`src/rtl/ctx_stack_pkg.sv`:
```
package ctx_stack_pkg;
  parameter int PC_W   = 15;
  parameter int NIB_W  = 4;
  parameter int TAB_N  = 4;
  parameter int BKH_W  = 2;
  parameter int RAMP_W = 3;
  parameter int GRP_N  = 7;
  localparam int CTX_W = PC_W + TAB_N*NIB_W + NIB_W + BKH_W + 3*NIB_W + RAMP_W + 1;

  typedef struct packed {
    logic [PC_W-1:0]             pc;
    logic [TAB_N-1:0][NIB_W-1:0] tab;
    logic [NIB_W-1:0]            bank_lo;
    logic [BKH_W-1:0]            bank_hi;
    logic [NIB_W-1:0]            wr_page;
    logic [NIB_W-1:0]            rom_page;
    logic [RAMP_W-1:0]           ram_page;
    logic [NIB_W-1:0]            acc;
    logic                        cy;
  } ctx_t;

  function automatic logic [GRP_N-1:0] grp_fire(input logic fire, input logic [GRP_N-1:0] m);
    return fire ? m : '0;
  endfunction

  function automatic int unsigned idx_step(input int unsigned idx, input logic up, input int unsigned depth);
    return up ? (idx + 1) % depth : (idx + depth - 1) % depth;
  endfunction
endpackage

```
`src/rtl/ctx_stack_ptr.sv`:
```
module ctx_stack_ptr #(
  parameter int DEPTH = 16,
  localparam int PW = $clog2(DEPTH)
) (
  input  logic          clk,
  input  logic          rst_n,
  input  logic          push_en,
  input  logic          pop_en,
  output logic [PW-1:0] wr_idx,
  output logic [PW-1:0] rd_idx
);
  import ctx_stack_pkg::*;
  logic [PW-1:0] sp_q;

  always_ff @(posedge clk or negedge rst_n) begin
    if (!rst_n)       sp_q <= '0;
    else if (push_en) sp_q <= PW'(idx_step(int'(sp_q), 1'b1, DEPTH));
    else if (pop_en)  sp_q <= PW'(idx_step(int'(sp_q), 1'b0, DEPTH));
  end

  assign wr_idx = sp_q;
  assign rd_idx = PW'(idx_step(int'(sp_q), 1'b0, DEPTH));

  p_ring_up_r6: assert property (@(posedge clk) disable iff (!rst_n)
    push_en |=> PW'(sp_q - $past(sp_q)) == PW'(1));
  p_ring_down_r7: assert property (@(posedge clk) disable iff (!rst_n)
    (pop_en && !push_en) |=> PW'($past(sp_q) - sp_q) == PW'(1));
endmodule

```
`src/rtl/ctx_stack_mem.sv`:
```
module ctx_stack_mem #(
  parameter int DEPTH = 16,
  localparam int PW = $clog2(DEPTH),
  localparam int W  = ctx_stack_pkg::CTX_W
) (
  input  logic          clk,
  input  logic          rst_n,
  input  logic          wr_en,
  input  logic [PW-1:0] wr_idx,
  input  logic [W-1:0]  wr_data,
  input  logic          rd_en,
  input  logic [PW-1:0] rd_idx,
  output logic [W-1:0]  rd_data
);
  logic [W-1:0] slot_q [DEPTH];
  logic [W-1:0] rd_q;

  for (genvar g = 0; g < DEPTH; g++) begin : g_slot
    always_ff @(posedge clk or negedge rst_n) begin
      if (!rst_n)                             slot_q[g] <= '0;
      else if (wr_en && wr_idx == PW'(g))     slot_q[g] <= wr_data;
    end
  end

  always_ff @(posedge clk or negedge rst_n) begin
    if (!rst_n)     rd_q <= '0;
    else if (rd_en) rd_q <= slot_q[rd_idx];
  end
  assign rd_data = rd_q;

  p_store_r2: assert property (@(posedge clk) disable iff (!rst_n)
    wr_en |=> slot_q[$past(wr_idx)] == $past(wr_data));
endmodule

```
`src/rtl/ctx_restore_gate.sv`:
```
module ctx_restore_gate #(
  parameter int GN = ctx_stack_pkg::GRP_N
) (
  input  logic          clk,
  input  logic          rst_n,
  input  logic          pop_en,
  input  logic [GN-1:0] mask,
  output logic          pc_stb,
  output logic [GN-1:0] grp_stb
);
  import ctx_stack_pkg::*;
  logic          pc_q;
  logic [GN-1:0] grp_q;

  always_ff @(posedge clk or negedge rst_n) begin
    if (!rst_n) begin
      pc_q  <= 1'b0;
      grp_q <= '0;
    end else begin
      pc_q  <= pop_en;
      grp_q <= grp_fire(pop_en, mask);
    end
  end
  assign pc_stb  = pc_q;
  assign grp_stb = grp_q;

  p_grp_needs_pc_r4: assert property (@(posedge clk) disable iff (!rst_n)
    (|grp_stb) |-> pc_stb);
  p_pulse_end_r3: assert property (@(posedge clk) disable iff (!rst_n)
    !pop_en |=> !pc_stb);
endmodule

```
`src/rtl/ctx_stack.sv`:
```
module ctx_stack #(
  parameter int DEPTH = 16,
  localparam int PW = $clog2(DEPTH),
  localparam int W  = ctx_stack_pkg::CTX_W,
  localparam int GN = ctx_stack_pkg::GRP_N
) (
  input  logic          clk,
  input  logic          rst_n,
  input  logic          push_i,
  input  logic          pop_i,
  input  logic [W-1:0]  ctx_i,
  input  logic [GN-1:0] mask_i,
  output logic [W-1:0]  ctx_o,
  output logic          restore_pc_o,
  output logic [GN-1:0] restore_grp_o
);
  logic          push_eff;
  logic          pop_eff;
  logic [PW-1:0] wr_idx;
  logic [PW-1:0] rd_idx;

  // push wins a simultaneous request
  assign push_eff = push_i;
  assign pop_eff  = pop_i && !push_i;

  ctx_stack_ptr #(.DEPTH(DEPTH)) u_ptr (
    .clk(clk), .rst_n(rst_n), .push_en(push_eff), .pop_en(pop_eff),
    .wr_idx(wr_idx), .rd_idx(rd_idx)
  );

  ctx_stack_mem #(.DEPTH(DEPTH)) u_mem (
    .clk(clk), .rst_n(rst_n), .wr_en(push_eff), .wr_idx(wr_idx), .wr_data(ctx_i),
    .rd_en(pop_eff), .rd_idx(rd_idx), .rd_data(ctx_o)
  );

  ctx_restore_gate #(.GN(GN)) u_gate (
    .clk(clk), .rst_n(rst_n), .pop_en(pop_eff), .mask(mask_i),
    .pc_stb(restore_pc_o), .grp_stb(restore_grp_o)
  );

  p_both_no_strobe_r8: assert property (@(posedge clk) disable iff (!rst_n)
    (push_i && pop_i) |=> !restore_pc_o);
  p_pop_strobe_r3: assert property (@(posedge clk) disable iff (!rst_n)
    (pop_i && !push_i) |=> restore_pc_o);
  p_grp_within_mask_r4: assert property (@(posedge clk) disable iff (!rst_n)
    restore_pc_o |-> (restore_grp_o & ~$past(mask_i)) == '0);
endmodule

```
`config.mk`:
```
export PLATFORM = sky130hd
export DESIGN_NAME = ctx_stack
export DESIGN_NICKNAME = d
export VERILOG_FILES = /design/src/rtl/ctx_stack_pkg.sv /design/src/rtl/ctx_stack_ptr.sv /design/src/rtl/ctx_stack_mem.sv /design/src/rtl/ctx_restore_gate.sv /design/src/rtl/ctx_stack.sv
export SDC_FILE = /design/constraint.sdc
export NUM_CORES = 1
export LEC_CHECK = 0
export BUFFER_PORTS_ARGS = -buffer_cell sky130_fd_sc_hd__buf_2
export CORE_UTILIZATION = 50
export CTS_CLUSTER_SIZE = 40
export DETAILED_ROUTE_END_ITERATION = 8
export PLACE_DENSITY = 0.69
export SYNTH_ARGS = -nofsm -noshare
export SYNTH_HDL_FRONTEND = slang
export SYNTH_HIERARCHICAL = 1
export SYNTH_SLANG_ARGS = --single-unit
export TNS_END_PERCENT = 100
```
`constraint.sdc`:
```
create_clock -name clk -period 3.09 [get_ports clk]
set_input_delay 0.4635 -clock clk [delete_from_list [all_inputs] [get_ports clk]]
set_output_delay 0.4635 -clock clk [all_outputs]
set_load 0.005 [all_outputs]
```
After elaboration in Yosys (flattened, before gate mapping)

Index checks and enable logic that the tools add are counted.

Register bits after elaboration: 913
Bits of input ports: 64

Eq/ne operators: 15
Muxes and demuxes: 6
Order comparisons: 1
Bitwise gates (word level): 1
Reduce and logical (&&, ||, !) cells: 20
$add $sub $neg: 3

Operators with widths:

| operator            | number |
|---|---|
| $bmux 53 s4         | 1 |
| $mux 53             | 2 |
| $eq 4x4->1 const B  | 8 |
| $logic_and 1x1->1   | 17 |
| $eq 4x3->1 const B  | 4 |
| $add 4x1->4 const B | 2 |
| $eq 4x2->1 const B  | 2 |
| $mux 4              | 2 |
| $mux 7              | 1 |
| $ge 5x5->1 const B  | 1 |
| $not 4->5           | 1 |
| $eq 4x1->1 const B  | 1 |
| $logic_not 4->1     | 1 |
| $sub 4x1->4 const B | 1 |
| $reduce_bool 2->1   | 1 |
| $logic_not 1->1     | 1 |

Depth between registers and ports, before layout

Gate-level depths: netlist of run 1.

Word-level depth: 6
Gate-level depth with buffers: 10
Mapped depth without buffers: 6

By module

The synthesis of run 1 kept the hierarchy.

Modules (own cells, without submodules):

| module           | cells an instance | times used | area an instance (um^2) |
|---|---|---|---|
| ctx_stack_mem    | 2423              | 1          | 39594.2 |
| ctx_stack_ptr    | 26                | 1          | 255.2 |
| ctx_restore_gate | 15                | 1          | 244.0 |
| ctx_stack        | 1                 | 1          | 13.8 |

Least setup slack after synthesis of run 1

OpenSTA, ideal clock, no wires.

Path kind: reg-to-reg
From: reg u_ptr.sp_q[0] (netlist: u_ptr/wr_idx[0])
To: reg u_mem.rd_q[13] (netlist: u_mem/rd_data[13])
Library setup time: 0.146 ns
Path slack: 0.828 ns
Cell stages (with the launch flop): 10
Arrival: 2.115 ns
Cells stage by stage: dfrtp_1 inv_1 ha_1 inv_1 buf_2 buf_4 buf_2 mux4_2 o22ai_1 a221oi_1

Cells in the longest elaborated chain, start to end: 6

Ends and longest elaborated chain:

| what                                        | line                | text |
|---|---|---|
| from (decl)                                 | ctx_stack_ptr.sv:13 | `logic [PW-1:0] sp_q;` |
| from (signal assigned)                      | ctx_stack_ptr.sv:17 | `else if (push_en) sp_q <= PW'(idx_step(int'(sp_q), 1'b1, DEPTH));` |
| from (signal assigned)                      | ctx_stack_ptr.sv:18 | `else if (pop_en) sp_q <= PW'(idx_step(int'(sp_q), 1'b0, DEPTH));` |
| $add 4x1->4                                 | -                   |  |
| $sub 4x1->4                                 | -                   |  |
| named net rd_idx[0]                         | ctx_stack.sv:20     | `logic [PW-1:0] rd_idx;` |
| $not 4->5 (not written as such)             | ctx_stack_mem.sv:27 | `else if (rd_en) rd_q <= slot_q[rd_idx];` |
| $bmux 53 s4                                 | ctx_stack_mem.sv:27 |  |
| $mux 53 (not written as such) (2 in series) | ctx_stack_mem.sv:27 |  |
| to (signal assigned)                        | ctx_stack_mem.sv:27 |  |
| to (decl)                                   | ctx_stack_mem.sv:16 | `logic [W-1:0] rd_q;` |

The timed path passes the listed nets, and every way through them passes these cells. The select of a mux whose other input is x is not followed.
A chain may end at the register's enable or synchronous reset.

Final worst setup path of run 1

From: reg u_ptr.sp_q[2] (netlist: u_ptr/wr_idx[2])
To: reg u_mem.rd_q[25] (netlist: u_mem/rd_data[25])

Same word-level chain as after synthesis.

==> impl_metrics.tcl, run 1 <==
set metrics [dict create \
    outcome "finished, final reports clean" \
    intPower_mw 38.58 \
    syn_inst 2465 \
    peakVddDrop_v 0.001046 \
    grt_pass1_vias 24328 \
    path_depth 8 \
    yosysUniqueCellTypes 31 \
    synth_top_area_share_pct 56.96 \
    power_switching_share_pct 31.54 \
    report.final.hold_viol_count 0 \
    drt_iter0_drc 1457 \
    gp_congestion 0.7465 \
    row_count 103 \
    io_buffers 124 \
    hold_path_class "primary input to flip-flop" \
    period_share_pct 86.72 \
    p_leak_nw 19.70 \
    setup_ws_ps 410.5 \
    cts-resized-gates 0 \
    combPwrFrac_pct 42.5 \
    nets 2624 \
    ios 125 \
    cts_sinks 913 \
    routed_wl_mm 96.33 \
    max_freq_mhz 373.2 \
    r2r_start "u_ptr/wr_idx[2]$_DFFE_PN0P_" \
    r2r-end "u_mem/rd_data[25]$_DFFE_PN0P_" \
    antenna_found_initial 11 \
    synth_largest_area_cell "dfrtp_1" \
    maxCapViolCount 0 \
    ys_seq_elements 913 \
    critPathMaxStageDelay_ps 530 \
    rr_worst_depth 8 \
    grt_pass1_wl_mm 151.0 \
    cp-end-kind "flip-flop" \
    p_clk_share_pct 20.6 \
    dp_hpwl_mm 54.33 \
    core_area_um2 79130 \
    synthToLayoutAreaGrowth_pct 13.75 \
    path_common_cell "buf_4" \
    die_y_um 285.2 \
    seq_power_share_pct 36.9 \
    htreeDepth 3 \
    synth.avg_cell_area_um2 16.27 \
    netlist_top_cells_area "dfrtp_1 57%, mux2_2 24%, mux4_2 12%" \
    grt_max_degree 119 \
    initial_core_util_pct 50.69 \
    switchingPower_mw 17.77 \
    crit_path_end "u_mem/rd_data[25]$_DFFE_PN0P_" \
    pre_cts_ws_ps 408.3 \
    clockRootBuffer "clkbuf_16" \
    synth_warnings 6 \
    synth.net_count 2531 \
    holdBufCountCts 3 \
    skew_ps 31.47 \
    path_delay_family "buffers and inverters" \
    setup_violations 0 \
    vias_per_cell 6.061 \
    crit_type "flip-flop to flip-flop" \
    dieArea_um2 81350 \
    holdWs_ps 31.97 \
    num_vias 22360 \
    reg2reg_slack_ps 410 \
    firstDrtPassIters 5 \
    cts_made_buffers 96 \
    drive_gt1_share_pct 55.04 \
    rsz0062_at_grt "false" \
    required_ps 3620 \
    clkTransAtPathRegs_ps 60 \
    synth_area_um2 40110 \
    cp_slowest_cell "dfrtp_1" \
    critPathArrivalTime_ps 3210 \
    tightest_slew_ps 722.6 \
    cts_tree "done" \
    final_antenna_net_count 0 \
    path_cells "nor3_1, buf_4, xor2_4, buf_12, buf_4, mux4_2, mux2i_1, a221oi_1" \
    gr-usage-all-layers_pct 24.35 \
    synth-seq-area-share_pct 56.96 \
    clk_latency_ps 660 \
    final_cell_mix "913 x dfrtp_1, 848 x mux2_2, 212 x mux4_2" \
    layout_commonest_cell "dfrtp_1" \
    slew_violations 0 \
    cts.path.max_buffers 3 \
    power.density_nw_per_um2 1235 \
    critPathMaxFanout 41 \
    wl_per_cell_um 26.11 \
    cp-startpoint "u_ptr/wr_idx[2]$_DFFE_PN0P_" \
    min_period_ps 2679 \
    setup_tns_ps 0 \
    die_w_um 285.2 \
    start_kind "flip-flop" \
    grt-ovfl-total 0 \
    postCtsSetupBuffers 0 \
    slew_headroom_pct 51.83 \
    cp.buffers_inverters 3 \
    drc 0 \
]
cells by family (layout without fill, tap and decap cells):
kind of cell	count (synthesis)	after routing	share of synthesized area, %
mux	1113	1113	37.04
flops	913	913	56.96
buf+inv	227	393	2.655
compound gates	110	110	2.062
simple gates	95	95	1.111
xor+xnor	5	5	0.1092
fa+ha+maj	2	2	0.06238
other cells	0	8	0
cell usage after synthesis:
library cell / number
a221oi_1: 53
and2_1: 8
and3_1: 1
buf_1: 7
buf_2: 92
buf_4: 25
clkbuf_1: 98
clkbuf_4: 1
dfrtp_1: 913
ha_1: 2
inv_1: 4
mux2_2: 848
mux2i_1: 53
mux4_2: 212
nand2_1: 5
nand2b_1: 3
nand2b_4: 1
nand3_1: 1
nand3b_1: 4
nand4_1: 1
nor2_1: 64
nor2b_4: 1
nor3_1: 1
nor3b_2: 1
o21ai_1: 3
o22ai_1: 53
o41ai_2: 1
or2_2: 1
or3_1: 3
xnor2_1: 1
xor2_1: 4
stage by stage:
| step | area, um^2 | util (%) | power [mW] | std cells |
|---|---|---|---|---|
| global placement | 42380 | 53.56 | 44.02 | 3507 |
| detailed placement | 42380 | 53.56 | 45.04 | 3507 |
| global route | 45610 | 57.64 | 59.47 | 3684 |
| finish | 45620 | 57.66 | 56.35 | 3689 |
| CTS | 45600 | 57.63 | 56.83 | 3681 |
| floorplan | 40110 | - | 38.27 | 2465 |
final cells by class:
type,count,area (um^2)
antenna,8,20.02
multi-input combinational,1325,16340
clock buffer,138,2794
timing repair buffer,218,1894
fill,6056,33510
clock inverter,33,394.1
inverter,4,22.52
tap,1050,1314
sequential,913,22850
power groups by stage:
| stage | Clock (mW) | Combinational (mW) | Sequential, mW |
|---|---|---|---|
| floorplan | 0 | 18.5 | 19.7 |
| global placement | 0 | 23.6 | 20.5 |
| detailed placement | 0 | 24.2 | 20.9 |
| CTS | 11.9 | 24.2 | 20.7 |
| global route | 12.4 | 25.7 | 21.4 |
| finish | 11.6 | 24.0 | 20.8 |
registers in the layout (all words and copies together), names as in the netlist:
name	count
u_gate/pc_stb	1
u_mem/slot_q	848
u_ptr/wr_idx	4
u_gate/grp_stb	7
u_mem/rd_data	53
worst min path at each step:
stage,startpoint,to,slack (ps),cells after the start
floorplan,rst_n,u_gate/grp_stb[0]$_DFF_PN0_,170,0
global placement,rst_n,u_mem/slot_q[421]$_DFFE_PN0P_,480,1
detailed placement,rst_n,u_mem/slot_q[315]$_DFFE_PN0P_,470,1
CTS,mask_i[2],u_gate/grp_stb[2]$_DFF_PN0_,4,2
global route,mask_i[2],u_gate/grp_stb[2]$_DFF_PN0_,30,2
finish,mask_i[2],u_gate/grp_stb[2]$_DFF_PN0_,30,2
worst reg2reg max path, delay by kind of cell, from the launching register on:
family,cells,cell delay [ps]
compound gates,1,340
buf+inv,3,870
flops,1,530
mux,2,310
xor+xnor,1,250
simple gates,1,260
per-layer routing:
metal	global-route usage, %	vias to the layer above	wire, um
met3	4.032	144	5087
li1	-	9423	-
met5	0	-	46
met2	39.87	546	47820
met1	33.84	12239	41560
met4	6.671	8	1814
Note: power is estimated with default switching activity, not from simulation.
==> run 2, diff against run 1 <==
--- a/config.mk
+++ b/config.mk
@@ -12,6 +12,5 @@
 export PLACE_DENSITY = 0.69
 export SYNTH_ARGS = -nofsm -noshare
 export SYNTH_HDL_FRONTEND = slang
-export SYNTH_HIERARCHICAL = 1
 export SYNTH_SLANG_ARGS = --single-unit
 export TNS_END_PERCENT = 100
==> impl_metrics.tcl, run 2 <==
set metrics [dict create \
    outcome "finished, final reports clean" \
    die_w_um 286.6 \
    power.density_nw_per_um2 1169 \
    clk_latency_ps 660 \
    routed_wl_mm 96.46 \
    p_leak_nw 20.28 \
    vias_per_cell 6.047 \
    hold_path_class "primary input to flip-flop" \
    die_y_um 286.6 \
    slew_violations 0 \
    yosys_most_used_dff "dfrtp_1" \
    cts_tree "done" \
    initial_core_util_pct 50.92 \
    synth.avg_cell_area_um2 15.43 \
    skew_ps 23.00 \
    num_vias 23177 \
    peakVddDrop_v 0.001167 \
    synthAdderAreaFrac_pct 0.1545 \
    cts.path.max_buffers 3 \
    core_area_um2 79520 \
    reg2reg_slack_ps 580 \
    clockRootBuffer "clkbuf_16" \
    setup_tns_ps 0 \
    synth_edf_count 0 \
    synthSimpleGateAreaFrac_pct 2.991 \
    critPathArrivalTime_ps 3040 \
    netlist_top_cells_area "dfrtp_1 56%, mux2_2 24%, mux4_2 12%" \
    wl_per_cell_um 25.16 \
    period_share_pct 81.25 \
    rr_worst_depth 7 \
    grt_pass1_vias 25499 \
    drc 0 \
    drt_iter0_drc 1450 \
    gr-usage-all-layers_pct 24.23 \
    yosysMostFrequentCell "dfrtp_1" \
    r2r-end "u_mem.rd_data[41]$_DFFE_PN0P_" \
    postCtsSetupBuffers 0 \
    synth_top_area_share_pct 56.42 \
    synthArstFlopShare_pct 100.0 \
    power_mw 53.69 \
    synth_compound_area_share_pct 2.392 \
    synth_top_family_by_area "multiplexers" \
    cts_made_buffers 98 \
    maxCapViolCount 0 \
    r2r_start "u_ptr.wr_idx[1]$_DFFE_PN0P_" \
    max_flop_register "u_mem.slot_q" \
    dieArea_um2 82130 \
    grt-ovfl-total 0 \
    synth_xor_area_share_pct 0.1081 \
    min_period_ps 2511 \
    required_ps 3620 \
    drive_gt1_share_pct 51.78 \
    crit_path_end "u_mem.rd_data[41]$_DFFE_PN0P_" \
    slew_headroom_pct 29.53 \
    crit_type "flip-flop to flip-flop" \
    rsz0062_at_grt "false" \
    dp_hpwl_mm 55.95 \
    row_count 103 \
    layout_commonest_cell "dfrtp_1" \
    htreeDepth 3 \
    synthMuxAreaShare_pct 35.37 \
    critPathMaxFanout 74 \
    tightest_slew_ps 1057 \
    synthToLayoutAreaGrowth_pct 13.39 \
    ios 125 \
    ys_seq_elements 913 \
    antennaDiodeCount 0 \
    io_buffers 124 \
    cp-startpoint "u_ptr.wr_idx[1]$_DFFE_PN0P_" \
    clkTransAtPathRegs_ps 60 \
    syn_inst 2625 \
    gp_congestion 0.7614 \
    cts_sinks 913 \
    setup_violations 0 \
    synth.net_count 2694 \
    grt_max_degree 102 \
    synth-seq-area-share_pct 56.42 \
    firstDrtPassIters 5 \
    synth_area_um2 40490 \
    final_antenna_net_count 0 \
    fill_cells 6051 \
    cp-end-kind "flip-flop" \
    synth_common_cells "913 x dfrtp_1, 848 x mux2_2, 271 x nand2_1" \
    nets 2777 \
    synth_warnings 0 \
    max_freq_mhz 398.3 \
    final_cell_mix "912 x dfrtp_1, 848 x mux2_2, 271 x nand2_1" \
    report.final.hold_viol_count 0 \
    yosysUniqueCellTypes 28 \
    largest_reg_flops 848 \
    start_kind "flip-flop" \
    synth_largest_area_cell "dfrtp_1" \
    antenna_found_initial 10 \
    grt_pass1_wl_mm 153.2 \
]
[run 2: kinds of logic (layout without fill, tap and decap cells)]
family / count (synthesis) / count (layout)
adder cells (fa/ha/maj): 5 / 5
XOR/XNOR: 5 / 5
AO/OA/AOI/OAI: 111 / 111
multiplexers: 1060 / 1060
AND/OR/NAND/NOR: 301 / 301
flip-flops: 913 / 913
buffers and inverters: 230 / 388
[run 2: cell type report]
type / count / area, um^2 / area share [%]
Sequential cell: 913 / 22850 / 49.77
Multi-Input combinational cell: 1482 / 16790 / 36.58
Clock buffer: 145 / 2910 / 6.339
Timing Repair Buffer: 210 / 1722 / 3.750
Tap cell: 1050 / 1314 / 2.861
Clock inverter: 30 / 310.3 / 0.6758
Inverter: 3 / 11.26 / 0.02453
[run 2: metrics by stage]
step | cells | setup slack, ps | area, um^2 | util, % | hold WS, ps
5_1_grt | 3833 | 429.6 | 45910 | 57.74 | 22.05
4_1_cts | 3833 | 568.0 | 45910 | 57.74 | 2.458
3_3_place_gp | 3655 | 473.7 | 42660 | 53.65 | 480.9
2_1_floorplan | 2625 | 319.7 | 40490 | - | 167.9
3_5_place_dp | 3655 | 386.6 | 42660 | 53.65 | 487.0
6_report | 3833 | 579.4 | 45910 | 57.74 | 34.94
[run 2: worst min path at each step]
stage,startpoint,end,slack [ps],depth (start not counted)
after floorplan,rst_n,u_gate.grp_stb[0]$_DFF_PN0_,170,0
after global placement,u_mem.slot_q[320]$_DFFE_PN0P_,u_mem.slot_q[320]$_DFFE_PN0P_,480,1
after detailed placement,u_mem.slot_q[151]$_DFFE_PN0P_,u_mem.slot_q[151]$_DFFE_PN0P_,490,1
after CTS,mask_i[2],u_gate.grp_stb[2]$_DFF_PN0_,2,2
after global routing,mask_i[6],u_gate.grp_stb[6]$_DFF_PN0_,20,2
final,mask_i[6],u_gate.grp_stb[6]$_DFF_PN0_,30,2
[run 2: repair_timing]
action / in CTS / in global routing
gates resized for setup: 0 / 0
hold buffers: 3 / 0
hold endpoints to repair: 50 / 0
[run 2: metal layers]
metal | vias to the layer above | track usage [%] | part of all wire (%)
met2 | 545 | 41.55 | 51
met1 | 12643 | 31.84 | 42
li1 | 9792 | - | -
met5 | - | 0 | 0.094
met4 | 14 | 7.527 | 2.7
met3 | 183 | 3.641 | 4.1
[run 2: power breakdown]
group	internal [mW]	switching (mW)	leakage (nW)
Sequential	17.8	2.99	11.3
Combinational	11.9	9.47	7.41
Clock	6.85	4.77	1.60
[run 2: worst max-delay path, stage by stage, from the launching register on]
cell	delay, ps
dfrtp_1	510
inv_1	160
ha_4	360
buf_12	420
mux4_2	400
nand2_1	80
a21boi_0	120
a221o_1	280
